<file path="src/rtl/sflash_cmd_seq_pkg.sv">
package sflash_cmd_seq_pkg;

  localparam int BYTE_W    = 8;
  localparam int DATA_MAX  = 4;
  localparam int ADDR_MAX  = 3;
  localparam int TIME_W    = 4;
  localparam int STAT_PEND = 22;
  localparam int STAT_ERR  = 29;

  localparam logic [2:0] REG_CMD  = 3'd0;
  localparam logic [2:0] REG_ADDR = 3'd1;
  localparam logic [2:0] REG_DATA = 3'd2;
  localparam logic [2:0] REG_STAT = 3'd3;
  localparam logic [2:0] REG_TIME = 3'd4;

  typedef enum logic [2:0] {
    PH_IDLE  = 3'd0,
    PH_OPC   = 3'd1,
    PH_ADDR  = 3'd2,
    PH_DUMMY = 3'd3,
    PH_DATA  = 3'd4
  } phase_e;

  typedef struct packed {
    logic [7:0] opc;
    logic       wr;
    logic [2:0] dlen;
    logic       keep;
    logic [3:0] dum;
    logic [1:0] alen;
    logic [2:0] csi;
  } cmd_t;

  function automatic cmd_t decode_cmd(logic [31:0] w);
    cmd_t c;
    c.opc  = w[7:0];
    c.wr   = w[8];
    c.dlen = (w[11:9] > 3'd4) ? 3'd4 : w[11:9];
    c.keep = w[15];
    c.dum  = w[19:16];
    c.alen = w[22] ? 2'd3 : w[21:20];
    c.csi  = w[26:24];
    return c;
  endfunction

  // first phase after cur whose count is non-zero
  function automatic phase_e next_phase(phase_e cur, logic opc_en, cmd_t c);
    logic [4:1] en;
    phase_e r;
    en[1] = opc_en;
    en[2] = (c.alen != 2'd0);
    en[3] = (c.dum != 4'd0);
    en[4] = (c.dlen != 3'd0);
    r = PH_IDLE;
    for (int i = 4; i >= 1; i--)
      if (i > int'(cur) && en[i]) r = phase_e'(3'(i));
    return r;
  endfunction

  function automatic logic [3:0] phase_len(phase_e p, cmd_t c);
    case (p)
      PH_OPC:   return 4'd1;
      PH_ADDR:  return {2'b00, c.alen};
      PH_DUMMY: return c.dum;
      PH_DATA:  return {1'b0, c.dlen};
      default:  return 4'd0;
    endcase
  endfunction

endpackage

</file>
<file path="src/rtl/sflash_sck_gen.sv">
module sflash_sck_gen #(
  parameter int CNT_W = 4
) (
  input  logic             clk_i,
  input  logic             rst_ni,
  input  logic             run_i,
  input  logic [CNT_W-1:0] per_i,
  input  logic [CNT_W-1:0] rise_i,
  input  logic [CNT_W-1:0] fall_i,
  output logic             sck_o,
  output logic             fall_o,
  output logic             rise_o,
  output logic             bit_end_o
);

  logic [CNT_W-1:0] cnt_q;

  assign fall_o    = run_i && (cnt_q == fall_i);
  assign rise_o    = run_i && (cnt_q == rise_i);
  assign bit_end_o = run_i && (cnt_q == per_i - CNT_W'(1));

  always_ff @(posedge clk_i or negedge rst_ni) begin
    if (!rst_ni) begin
      cnt_q <= '0;
      sck_o <= 1'b1;
    end else if (!run_i) begin
      cnt_q <= '0;
      sck_o <= 1'b1;
    end else begin
      cnt_q <= bit_end_o ? '0 : cnt_q + CNT_W'(1);
      if (fall_o)      sck_o <= 1'b0;
      else if (rise_o) sck_o <= 1'b1;
    end
  end

endmodule

</file>
<file path="src/rtl/sflash_shift.sv">
module sflash_shift #(
  parameter int W = 8
) (
  input  logic         clk_i,
  input  logic         rst_ni,
  input  logic         load_i,
  input  logic [W-1:0] load_byte_i,
  input  logic         fall_i,
  input  logic         rise_i,
  input  logic         miso_i,
  output logic         mosi_o,
  output logic [W-1:0] rx_byte_o
);

  logic [W-1:0] tx_q, rx_q;

  // include the bit sampled this cycle when rise and byte end coincide
  assign rx_byte_o = rise_i ? {rx_q[W-2:0], miso_i} : rx_q;

  always_ff @(posedge clk_i or negedge rst_ni) begin
    if (!rst_ni) begin
      tx_q   <= '0;
      rx_q   <= '0;
      mosi_o <= 1'b0;
    end else begin
      if (load_i) begin
        tx_q <= load_byte_i;
      end else if (fall_i) begin
        mosi_o <= tx_q[W-1];
        tx_q   <= {tx_q[W-2:0], 1'b0};
      end
      if (rise_i) rx_q <= {rx_q[W-2:0], miso_i};
    end
  end

endmodule

</file>
<file path="src/rtl/sflash_cmd_seq.sv">
module sflash_cmd_seq
  import sflash_cmd_seq_pkg::*;
#(
  parameter int NUM_CS = 8
) (
  input  logic              clk_i,
  input  logic              rst_ni,
  input  logic [2:0]        reg_addr_i,
  input  logic              reg_we_i,
  input  logic [31:0]       reg_wdata_i,
  output logic [31:0]       reg_rdata_o,
  output logic              sck_o,
  output logic [NUM_CS-1:0] cs_no,
  output logic              mosi_o,
  input  logic              miso_i
);

  localparam int IDX_W = $clog2(DATA_MAX);
  localparam int REM_W = 4;

  logic [31:0]           cmd_w_q, addr_q, data_q;
  logic [4*TIME_W-1:0]   time_q;
  logic                  pend_q, err_q, held_q;
  cmd_t                  cmd_q, new_cmd, act_cmd;
  phase_e                ph_q, nxt_ph;
  logic [REM_W-1:0]      rem_q, nxt_rem;
  logic [IDX_W-1:0]      idx_q, nxt_idx;
  logic [2:0]            bit_q;
  logic                  load, fall, rise, bit_end, byte_done;
  logic [BYTE_W-1:0]     load_byte, rx_byte;
  logic                  wr_cmd, accept;

  assign wr_cmd    = reg_we_i && (reg_addr_i == REG_CMD);
  assign accept    = wr_cmd && !pend_q;
  assign new_cmd   = decode_cmd(reg_wdata_i);
  assign act_cmd   = accept ? new_cmd : cmd_q;
  assign byte_done = bit_end && (bit_q == 3'd7);

  sflash_sck_gen #(.CNT_W(TIME_W)) u_sck (
    .clk_i    (clk_i),
    .rst_ni   (rst_ni),
    .run_i    (ph_q != PH_IDLE),
    .per_i    (time_q[TIME_W-1:0]),
    .rise_i   (time_q[3*TIME_W-1:2*TIME_W]),
    .fall_i   (time_q[4*TIME_W-1:3*TIME_W]),
    .sck_o    (sck_o),
    .fall_o   (fall),
    .rise_o   (rise),
    .bit_end_o(bit_end)
  );

  sflash_shift #(.W(BYTE_W)) u_shift (
    .clk_i      (clk_i),
    .rst_ni     (rst_ni),
    .load_i     (load),
    .load_byte_i(load_byte),
    .fall_i     (fall),
    .rise_i     (rise),
    .miso_i     (miso_i),
    .mosi_o     (mosi_o),
    .rx_byte_o  (rx_byte)
  );

  always_comb begin
    nxt_ph  = ph_q;
    nxt_rem = rem_q;
    nxt_idx = idx_q;
    load    = 1'b0;
    if (accept) begin
      nxt_ph  = next_phase(PH_IDLE, !held_q, new_cmd);
      nxt_rem = phase_len(nxt_ph, new_cmd);
      nxt_idx = '0;
      load    = (nxt_ph != PH_IDLE);
    end else if (byte_done) begin
      if (rem_q > REM_W'(1)) begin
        nxt_rem = rem_q - REM_W'(1);
        nxt_idx = idx_q + IDX_W'(1);
      end else begin
        nxt_ph  = next_phase(ph_q, 1'b0, cmd_q);
        nxt_rem = phase_len(nxt_ph, cmd_q);
        nxt_idx = '0;
      end
      load = (nxt_ph != PH_IDLE);
    end
  end

  always_comb begin
    case (nxt_ph)
      PH_OPC:  load_byte = act_cmd.opc;
      PH_ADDR: load_byte = addr_q[{nxt_rem[1:0] - 2'd1, 3'b000} +: BYTE_W];
      PH_DATA: load_byte = act_cmd.wr ? data_q[{nxt_idx, 3'b000} +: BYTE_W] : '0;
      default: load_byte = '0;
    endcase
  end

  always_ff @(posedge clk_i or negedge rst_ni) begin
    if (!rst_ni) begin
      cmd_w_q <= '0;
      addr_q  <= '0;
      data_q  <= '0;
      time_q  <= 16'h0204;
      pend_q  <= 1'b0;
      err_q   <= 1'b0;
      held_q  <= 1'b0;
      cmd_q   <= '0;
      ph_q    <= PH_IDLE;
      rem_q   <= '0;
      idx_q   <= '0;
      bit_q   <= '0;
    end else begin
      ph_q  <= nxt_ph;
      rem_q <= nxt_rem;
      idx_q <= nxt_idx;
      if (accept)       bit_q <= '0;
      else if (bit_end) bit_q <= bit_q + 3'd1;

      if (reg_we_i && !pend_q) begin
        case (reg_addr_i)
          REG_ADDR: addr_q <= reg_wdata_i;
          REG_DATA: data_q <= reg_wdata_i;
          REG_TIME: time_q <= reg_wdata_i[4*TIME_W-1:0];
          default: ;
        endcase
      end

      if (accept) begin
        cmd_q   <= new_cmd;
        cmd_w_q <= reg_wdata_i;
        if (nxt_ph != PH_IDLE) begin
          pend_q <= 1'b1;
          held_q <= 1'b1;
        end else begin
          held_q <= new_cmd.keep;
        end
        if (new_cmd.dlen != 3'd0 && !new_cmd.wr) data_q <= '0;
      end else if (byte_done) begin
        if (ph_q == PH_DATA && !cmd_q.wr)
          data_q[{idx_q, 3'b000} +: BYTE_W] <= rx_byte;
        if (nxt_ph == PH_IDLE) begin
          pend_q <= 1'b0;
          held_q <= cmd_q.keep;
        end
      end

      if (wr_cmd && pend_q)
        err_q <= 1'b1;
      else if (reg_we_i && reg_addr_i == REG_STAT && reg_wdata_i[STAT_ERR])
        err_q <= 1'b0;
    end
  end

  always_comb begin
    reg_rdata_o = '0;
    case (reg_addr_i)
      REG_CMD:  reg_rdata_o = cmd_w_q;
      REG_ADDR: reg_rdata_o = addr_q;
      REG_DATA: reg_rdata_o = data_q;
      REG_STAT: begin
        reg_rdata_o[STAT_PEND] = pend_q;
        reg_rdata_o[STAT_ERR]  = err_q;
      end
      REG_TIME: reg_rdata_o = {{(32-4*TIME_W){1'b0}}, time_q};
      default:  reg_rdata_o = '0;
    endcase
  end

  for (genvar g = 0; g < NUM_CS; g++) begin : g_cs
    assign cs_no[g] = !(held_q && (cmd_q.csi == 3'(g)));
  end

endmodule

</file>
<file path="config.mk">
export PLATFORM = sky130hd
export DESIGN_NAME = sflash_cmd_seq
export DESIGN_NICKNAME = d
export VERILOG_FILES = /design/src/rtl/sflash_cmd_seq_pkg.sv /design/src/rtl/sflash_sck_gen.sv /design/src/rtl/sflash_shift.sv /design/src/rtl/sflash_cmd_seq.sv
export SDC_FILE = /design/constraint.sdc
export NUM_CORES = 1
export LEC_CHECK = 0
export BUFFER_PORTS_ARGS = -buffer_cell sky130_fd_sc_hd__buf_2
export CORE_MARGIN = 8
export CORE_UTILIZATION = 49
export CTS_CLUSTER_SIZE = 24
export DETAILED_ROUTE_END_ITERATION = 8
export GPL_TIMING_DRIVEN = 0
export MAX_ROUTING_LAYER = met4
export PLACE_DENSITY = 0.68
export SLEW_MARGIN = 0
export SYNTH_ARGS = -nofsm -noshare
export SYNTH_HDL_FRONTEND = slang
export SYNTH_SLANG_ARGS = --single-unit
</file>
<file path="constraint.sdc">
create_clock -name clk_i -period 8.95 [get_ports clk_i]
set_input_delay 2.685 -clock clk_i [delete_from_list [all_inputs] [get_ports clk_i]]
set_output_delay 2.685 -clock clk_i [all_outputs]
set_load 0.005 [all_outputs]
</file>
Word-level counts from Yosys, hierarchy flattened

Cells that the tools add are included.

$add $sub $neg: 7
Multiply operators: 0
Div/mod/pow operators: 0
$lt $le $gt $ge: 5
Equality and inequality tests: 29
Shift-type cells: 4
Multiplexer cells: 63
Bitwise gates (word level): 1
Reduce and logical (&&, ||, !) cells: 57

Operators with widths:

| cell                                                  | number |
|---|---|
| 2-to-1 mux 32 bit                                     | 6 |
| one-hot mux 22 bit (4 select lines)                   | 1 |
| variable part select 32 x 6 -> 8 bit                  | 2 |
| 2-to-1 mux 3 bit                                      | 19 |
| bitwise mux 32 bit                                    | 1 |
| 2-to-1 mux 8 bit                                      | 4 |
| one-hot mux 4 bit (4 select lines)                    | 2 |
| variable shift 8 x 7 -> 32 bit (first input constant) | 1 |
| variable part select 8 x 7 -> 32 bit                  | 1 |
| equality test 3 bit (second input constant)           | 10 |
| equality test 3 x 2 -> 1 bit (second input constant)  | 9 |
| one-hot mux 8 bit (3 select lines)                    | 1 |
| logical AND 1 bit                                     | 23 |
| 2-to-1 mux 22 bit                                     | 1 |
| 2-to-1 mux 4 bit                                      | 5 |
| one-hot mux 6 bit (3 select lines)                    | 1 |
| nonzero test 3 bit                                    | 6 |
| equality test 3 x 1 -> 1 bit (second input constant)  | 5 |
| 2-to-1 mux 1 bit                                      | 15 |
| nonzero test 2 bit                                    | 7 |
| equality test 4 bit                                   | 3 |
| logical NOT 1 bit                                     | 11 |
| logical NOT 3 bit                                     | 3 |
| 2-to-1 mux 2 bit                                      | 4 |
| 18 further kinds                                      | 25 |

Register bits after elaboration: 171
Latch bits: 0
Bits in writable memories: 0
Memory bits (read-only): 0
Bits of input ports: 39
Output and inout bits: 42
Logic and storage cells: 190
Memories: 0

Logic depth before layout (Yosys ltp)

Gate-level depths: netlist of the first run.

Depth after elaboration: 17
Gate-level depth with buffers: 14
Depth with buffers taken out: 12

Modules after synthesis

From an unflattened synthesis of the first run, not the netlist that was laid out.

Cells, all modules: 862
Area, all modules: 8,827.2 um2

Modules (own cells, without submodules):

| module         | times used | cells an instance | area an instance (um2) | sequential area each (um2) |
|---|---|---|---|---|
| sflash_cmd_seq | 1          | 764               | 7,693.6                | 3,530.9 |
| sflash_shift   | 1          | 54                | 714.4                  | 425.4 |
| sflash_sck_gen | 1          | 44                | 419.2                  | 126.4 |

Least setup slack after synthesis of the first run

Ideal clock, no wire load.

Path kind: input to output
From: input port reg_addr_i[1]
To: output port reg_rdata_o[0]
Arrival: 4.157 ns
Required time: 6.265 ns
Slack: 2.108 ns
Stages on the path: 6
Buffers on the path: 3
Cells stage by stage: clkbuf_1 > nor2b_1 > nor2b_1 > clkbuf_1 > clkbuf_1 > a221o_1

Longest elaborated chain between the ends: 2
Elaborated cells on any way between the ends: 5
Those cells by class: eq/ne (3); mux (1); reduce/logical (1)

RTL lines:

| item                                        | line                  | RTL |
|---|---|---|
| from (decl)                                 | sflash_cmd_seq.sv:8   | `input logic [2:0] reg_addr_i,` |
| equality test 3 bit (tied with other cells) | sflash_cmd_seq.sv:154 | `case (reg_addr_i)` |
| one-hot mux 22 bit (4 select lines) (*)     | sflash_cmd_seq.sv:154 |  |
| to (decl)                                   | sflash_cmd_seq.sv:11  | `output logic [31:0] reg_rdata_o,` |

Mark *: on every way between the ends. The rest lies on a longest branch, timed or not.

Worst setup path after layout of the first run

From: input port reg_addr_i[2]
To: output port reg_rdata_o[11]

The elaborated chain is that of the path after synthesis.

==> results by group, run 1 <==
Detailed routing
  • Final ANT Viol Nets: 0
  • Via count: 7630
  • 1st-pass router iterations: 5
  • DR vias/cell: 6.138
  • 1st-iter DRT viols: 920
  • DRC viols: 0
  • Routed Wire Length: 30.12 mm
  • WL per Instance: 24.23 um

Timing
  • Clock Skews: 0.01091 ns
  • Final worst path period share: 0.9034
  • Setup violators final: 0
  • Hold Vio Cnt, Final: 0
  • Slew HR: -0.02935
  • Tightest Pin Transition: 1.541 ns
  • Pins Over Slew Limit: 9
  • Setup TNS: 0 ns
  • Maximum clock rate: about 120 MHz
  • Fin crit period: 8.085 ns
  • Hold WS: 0.4784 ns
  • Unrepaired setup endpoints after global routing: no

Cells and area
  • Share of cells above drive strength 1: 0.1874
  • Multi-input gate area: 4375 um^2
  • Syn-to-layout area delta: 14.83%
  • Filler instances: approximately 1600
  • Final nets: 1051
  • Ant. Diodes: 0
  • Final Cell Area: between 10000 and 15000 um^2
  • Total area of sequential cells: about 4100 um^2
  • Final Non-Filler Cells: 1243

Placement
  • Final GP Congestion: 0.9886
  • DP Area: 9515 um^2
  • Placed cells: 1211
  • Port buffer count: 77
  • DP Wirelength: 22.53 mm

Min path
  • Worst Hold Path Cells: 2
  • HP Start: cmd_w_q[10]
  • Hold WC Path Type: flop to flop
  • Hold EP: cmd_w_q[10]

Yosys
  • Async set-or-reset flop fraction in the synthesized netlist: 1.000
  • Seq cells post-synth: 163
  • Cells after Synth: 904
  • Syn Nets: 954
  • Post-synth cell types: 63
  • Post-synth EDFFs: 0
  • Syn_area_per_cell: 9.736 um^2
  • YS warnings: 0
  • Post-Syn Area: between 8000 and 9000 um^2
  • Ys flop type: dfrtp_1
  • Sequential area share after synthesis: 0.4639

Run status
  • Outcome: finished with violations
  • Failing checks: capacitance limit, slew limit

Pwr
  • Switching power total: roughly 1.3 mW
  • Switch share: 0.4038
  • Comb pwr share: 0.342
  • Peak VDD IR: 0.1733 mV
  • Int Power: between 1.5 and 2 mW
  • Power density over cell area: 314.4 nW/um^2
  • Total power: between 3 and 4 mW
  • Sequential Power Share: 0.423
  • Static leakage: 4.927 nW
  • Clock network fraction of design power: 0.235

CTS
  • CTS tree: yes
  • Post-CTS resize count: 0
  • CTS sink cnt: 163
  • Setup Buffers After CTS: 0
  • Clock H-tree levels: 4
  • Hold buffers post-CTS: 0
  • Worst skew pair latency: around 0.44 ns
  • Clock Pin Slew Worst Setup and Hold Paths: around 0.060 ns
  • CTS Buf Count: 17
  • Maximum buffer depth of the clock tree: 2
  • Root Driver: clkbuf_16

Worst setup path
  • FF-to-FF Start: time_q[0]
  • Reg-to-reg slack, setup: about 5.1 ns
  • CP endpoint kind: primary output
  • Critical path type: input port to primary output
  • Max FO, Critical Path: 10
  • CP required: roughly 6.3 ns
  • R2R depth: 12
  • Worst EP arrival: between 5 and 6 ns
  • Setup crit start kind: input port
  • Worst R2R End: u_shift.tx_q[7]

Floorplanning
  • Chip Height: around 150 um
  • DIE AREA: 22510 um^2
  • Core area: approximately 18000 um^2
  • Die X: 150.0 um
  • Initial Util: 0.4950
  • Io pins: 81
  • Num rows: 49

Global route
  • Initial antenna violation count: 0
  • GRT Max-Usage Layer: met2
  • Global-route wire length before repair: 46.21 mm
  • Number of global-route vias before repair: 7419
  • Global Route met1 Usage: 0.3813
  • GR met3 Demand/Resource: 0.05897
  • Gr usage total: 0.2862
  • GR Overflow Total: 0
  • Grt met2 use: 0.4196
  • Largest net degree at the start of global routing: 123

Run
  • Max-Cap Viols: 1
[critical path, cell delays in order]
cell	delay, ns
clkbuf_1	0.39
nor3b_1	1.27
clkbuf_1	0.61
a221o_1	0.31
buf_2	0.13
[sequential cells by signal, indices dropped and copies added (netlist names)]
register,flops
u_shift.mosi_o,1
rem_q,4
addr_q,32
bit_q,3
idx_q,2
u_shift.rx_q,8
cmd_w_q,32
held_q,1
ph_q,3
u_sck.cnt_q,4
u_shift.tx_q,8
data_q,32
cmd_q,14
err_q,1
time_q,16
u_sck.sck_o,1
pend_q,1
[power by group through the flow]
stage	logic (mW)	registers (mW)	clock network (mW)
3_3_place_gp	1.05	1.33	0
6_report	1.09	1.34	0.748
4_1_cts	1.08	1.33	0.748
3_5_place_dp	1.07	1.34	0
2_1_floorplan	0.783	1.20	0
5_1_grt	1.21	1.37	0.786
[synthesized netlist by cell type (all sizes together), types with 4 or more instances]
master,count,area (um^2)
nor3,17,90.09
o21ai,29,145.1
nand3,15,75.07
nor2b,6,37.54
or3,8,52.55
and3,4,26.28
nand2b,6,37.54
or4,4,33.78
xor2,8,70.07
and2,4,25.02
nand2,171,641.9
a21oi,39,195.2
a32oi,6,52.55
a31oi,4,25.02
o22ai,33,206.5
nor2,51,191.4
a221o,26,261.5
o211ai,10,75.07
mux2i,81,810.8
buf,21,97.60
mux2,55,623.1
ha,11,137.6
clkbuf,40,152.6
nand4,4,25.02
dfrtp,160,4004
inv,26,97.60
xnor2,9,78.83
a22o,19,166.4
[cell type report]
class / instances / area share
clock buffer: 17 / 0.04210
multi-input combinational: 654 / 0.4330
clock inverter: 15 / 0.01634
buffer: 61 / 0.02476
tap: 229 / 0.02835
sequential: 163 / 0.4040
inverter: 26 / 0.009657
timing repair buffer: 78 / 0.04185
[placed cells by master (no fill, tap or decap), drive strengths merged, types with 9 or more instances in the layout]
cell and count:
a21oi 39, a221o 26, a22o 19, buf 99
clkbuf 57, dfrtp 160, ha 11, inv 35
mux2 55, mux2i 81, nand2 171, nand3 15
nor2 51, nor3 17, o211ai 10, o21ai 29
o22ai 33, xnor2 9
[worst max-delay path by stage]
stage / from / to / slack, ns / cells after the start
3_5_place_dp: reg_addr_i[2] / reg_rdata_o[11] / 0.95 / 5
2_1_floorplan: reg_addr_i[1] / reg_rdata_o[0] / 2.11 / 6
4_1_cts: reg_addr_i[2] / reg_rdata_o[11] / 0.95 / 5
6_report: reg_addr_i[2] / reg_rdata_o[11] / 0.86 / 5
3_3_place_gp: reg_addr_i[2] / reg_rdata_o[11] / 0.96 / 5
5_1_grt: reg_addr_i[1] / reg_rdata_o[22] / 0.80 / 7
[per-layer routing]
| layer | part of all wire | wire length [um] | up-vias |
|---|---|---|---|
| met5 | 0 | 0 | - |
| met2 | 0.46 | 13750 | 373 |
| met3 | 0.077 | 2324 | 61 |
| met1 | 0.43 | 13060 | 3754 |
| met4 | 0.033 | 988 | 0 |
| li1 | - | - | 3442 |
[per-stage QoR]
stage,setup WS (ns),utilization
floorplan,2.108,-
global placement,0.9605,0.5328
detailed placement,0.9540,0.5352
CTS,0.9549,0.5684
global route,0.8010,0.5684
finish,0.8646,0.5684
[cells by family (layout without fill, tap and decap cells)]
| kind of cell | count (synthesis) | in the layout | synth area share |
|---|---|---|---|
| adder cells (fa/ha/maj) | 11 | 11 | 0.01564 |
| buffers and inverters | 87 | 197 | 0.03952 |
| AND/OR/NAND/NOR | 300 | 300 | 0.1494 |
| XOR/XNOR | 17 | 17 | 0.01692 |
| flip-flops | 163 | 163 | 0.4639 |
| multiplexers | 136 | 136 | 0.1629 |
| AO/OA/AOI/OAI | 190 | 190 | 0.1517 |
Power figures use the tool's default switching activity.
==> run 2: changes to the inputs <==
Settings changed: PLACE_DENSITY 0.68 to 0.73.
==> results by group, run 2 (synthesis gave the netlist of run 1 again) <==
Run status
  • Outcome: completed

Floorplanning
  • Io pins: 81 (unchanged)
  • Core area: 17780 um^2 (unchanged)
  • Chip Height: 150.0 um (unchanged)
  • Num rows: 49 (unchanged)
  • DIE AREA: 22510 um^2 (unchanged)
  • Die X: 150.0 um (unchanged)
  • Initial Util: 0.4950 (unchanged)

Placement
  • DP Wirelength: 22.02 mm (-2.2%)
  • Final GP Congestion: 0.9676 (-2.1%)
  • Port buffer count: 77 (unchanged)
  • Setup WS pre-CTS: 1.070 ns (+0.1161 ns)

Global route
  • Initial antenna violation count: 0 (unchanged)
  • Number of global-route vias before repair: 7689 (+3.6%)
  • Largest net degree at the start of global routing: 101 (-18%)
  • Gr usage total: 0.2767 (-0.009526)
  • Global-route wire length before repair: 45.47 mm (-1.6%)
  • GR Overflow Total: 0 (unchanged)

Cells and area
  • Final nets: 1052 (+0.095%)
  • Most frequent cells in the layout: nand2_1 (171), dfrtp_1 (160), buf_2 (83)
  • Share of cells above drive strength 1: 0.1864 (-0.0009862)
  • Filler instances: 1599 (-1.9%)
  • Most common cell after layout, fill and taps aside: nand2_1
  • Ant. Diodes: 0 (unchanged)
  • Core Util, Final: 0.5692 (+0.0007740)
  • Top Registers: addr_q: 32 flops, cmd_w_q: 32 flops, data_q: 32 flops
  • Syn-to-layout area delta: 14.98%

Pwr
  • Peak VDD IR: 0.1623 mV (-6.3%)
  • Static leakage: 4.936 nW (+0.18%)
  • Sequential Power Share: 0.419 (-0.004)
  • Power density over cell area: 313.1 nW/um^2 (-0.43%)
  • Switch share: 0.3865 (-0.01728)
  • Int Power: 1.944 mW (+2.6%)
  • Total power: 3.168 mW (-0.30%)
  • Switching power total: 1.224 mW (-4.6%)
  • Clock network fraction of design power: 0.239 (+0.004)
  • Comb pwr share: 0.342 (about the same)

Timing
  • Tightest Pin Transition: 0.9416 ns (-0.5991 ns)
  • Fin crit period: 7.997 ns (-0.08831 ns)
  • Hold Vio Cnt, Final: 0 (unchanged)
  • Pins Over Slew Limit: 0 (-9)
  • Unrepaired setup endpoints after global routing: no
  • Clock Skews: 0.01212 ns (+0.001202 ns)
  • Slew HR: 0.3634 (+0.3928)
  • Setup violators final: 0 (unchanged)
  • Hold WS: 0.4747 ns (-0.003718 ns)
  • Setup TNS: 0 ns (unchanged)
  • Final WS setup: 0.9529 ns (+0.08831 ns)
  • Maximum clock rate: 125.0 MHz (+1.1%)
  • Final worst path period share: 0.8935 (-0.009867)

CTS
  • Maximum buffer depth of the clock tree: 2 (unchanged)
  • Setup Buffers After CTS: 0 (unchanged)
  • CTS Buf Count: 17 (unchanged)
  • CTS sink cnt: 163 (unchanged)
  • Clock H-tree levels: 4 (unchanged)
  • Post-CTS resize count: 0 (unchanged)
  • Hold buffers post-CTS: 0 (unchanged)
  • Clock Pin Slew Worst Setup and Hold Paths: 0.06 ns (about the same)
  • CTS tree: yes
  • Worst skew pair latency: 0.44 ns (about the same)
  • Root Driver: clkbuf_16

Detailed routing
  • 1st-iter DRT viols: 770 (-16%)
  • 1st-pass router iterations: 5 (unchanged)
  • DRC viols: 0 (unchanged)
  • Routed Wire Length: 29.51 mm (-2.0%)
  • WL per Instance: 23.74 um (-2.0%)
  • Via count: 7752 (+1.6%)
  • DR vias/cell: 6.237 (+1.6%)
  • Final ANT Viol Nets: 0 (unchanged)

Worst setup path
  • Worst EP arrival: 5.31 ns (-0.09 ns)
  • Critical path type: input port to primary output
  • CP endpoint kind: primary output
  • CP required: 6.27 ns (about the same)
  • Setup crit start kind: input port
  • Reg-to-reg slack, setup: 5.19 ns (+0.07 ns)
  • Max FO, Critical Path: 10 (unchanged)

Run
  • Max-Cap Viols: 0 (-1)

Min path
  • Hold WC Path Type: flop to flop
run 2: stage by stage:
step,instances,cell area [um^2]
2_1_floorplan,904,8801
3_3_place_gp,1210,9473
6_report,1243,10120
3_5_place_dp,1211,9515
4_1_cts,1242,10110
5_1_grt,1243,10120
run 2: worst paths after layout:
| kind | depth (start not counted) | from | to |
|---|---|---|---|
| worst max register to register | 12 | time_q[0] | u_shift.tx_q[7] |
| min in group asynchronous | 1 | rst_ni | cmd_w_q[26] |
| max in group asynchronous | 2 | rst_ni | time_q[2] |
| worst max-delay path | 7 | reg_addr_i[1] | reg_rdata_o[29] |
| worst min register to register | 2 | cmd_w_q[27] | cmd_w_q[27] |
| worst min-delay path | 2 | cmd_w_q[27] | cmd_w_q[27] |
run 2: power groups by stage:
stage	clock network [mW]	registers, mW	logic, mW
2_1_floorplan	0	1.20	0.783
4_1_cts	0.755	1.31	1.07
5_1_grt	0.785	1.35	1.20
3_5_place_dp	0	1.32	1.06
6_report	0.757	1.33	1.08
3_3_place_gp	0	1.32	1.03
run 2: worst max-delay path, stage by stage:
cell	delay, ns
clkbuf_1	0.39
nor2b_1	0.48
nor2b_1	0.19
clkbuf_1	0.53
clkbuf_1	0.59
a221o_1	0.32
buf_2	0.13
run 2: cell type report:
cell class | instances | area (um^2) | area share
multi-input cells | 654 | 4375 | 0.4324
flip-flops and latches | 163 | 4083 | 0.4034
clock buffers | 19 | 442.9 | 0.04377
repair buffers | 79 | 427.9 | 0.04228
well taps | 229 | 286.5 | 0.02831
plain buffers | 61 | 250.2 | 0.02473
clock inverters | 12 | 156.4 | 0.01546
inverters | 26 | 97.59 | 0.009644
run 2: routing by layer:
layer | wire (um) | global-route usage | share of wire
met5 | 0 | - | 0
met4 | 991 | 0.1084 | 0.034
met3 | 2405 | 0.05413 | 0.082
met2 | 13290 | 0.4128 | 0.45
met1 | 12820 | 0.3657 | 0.43
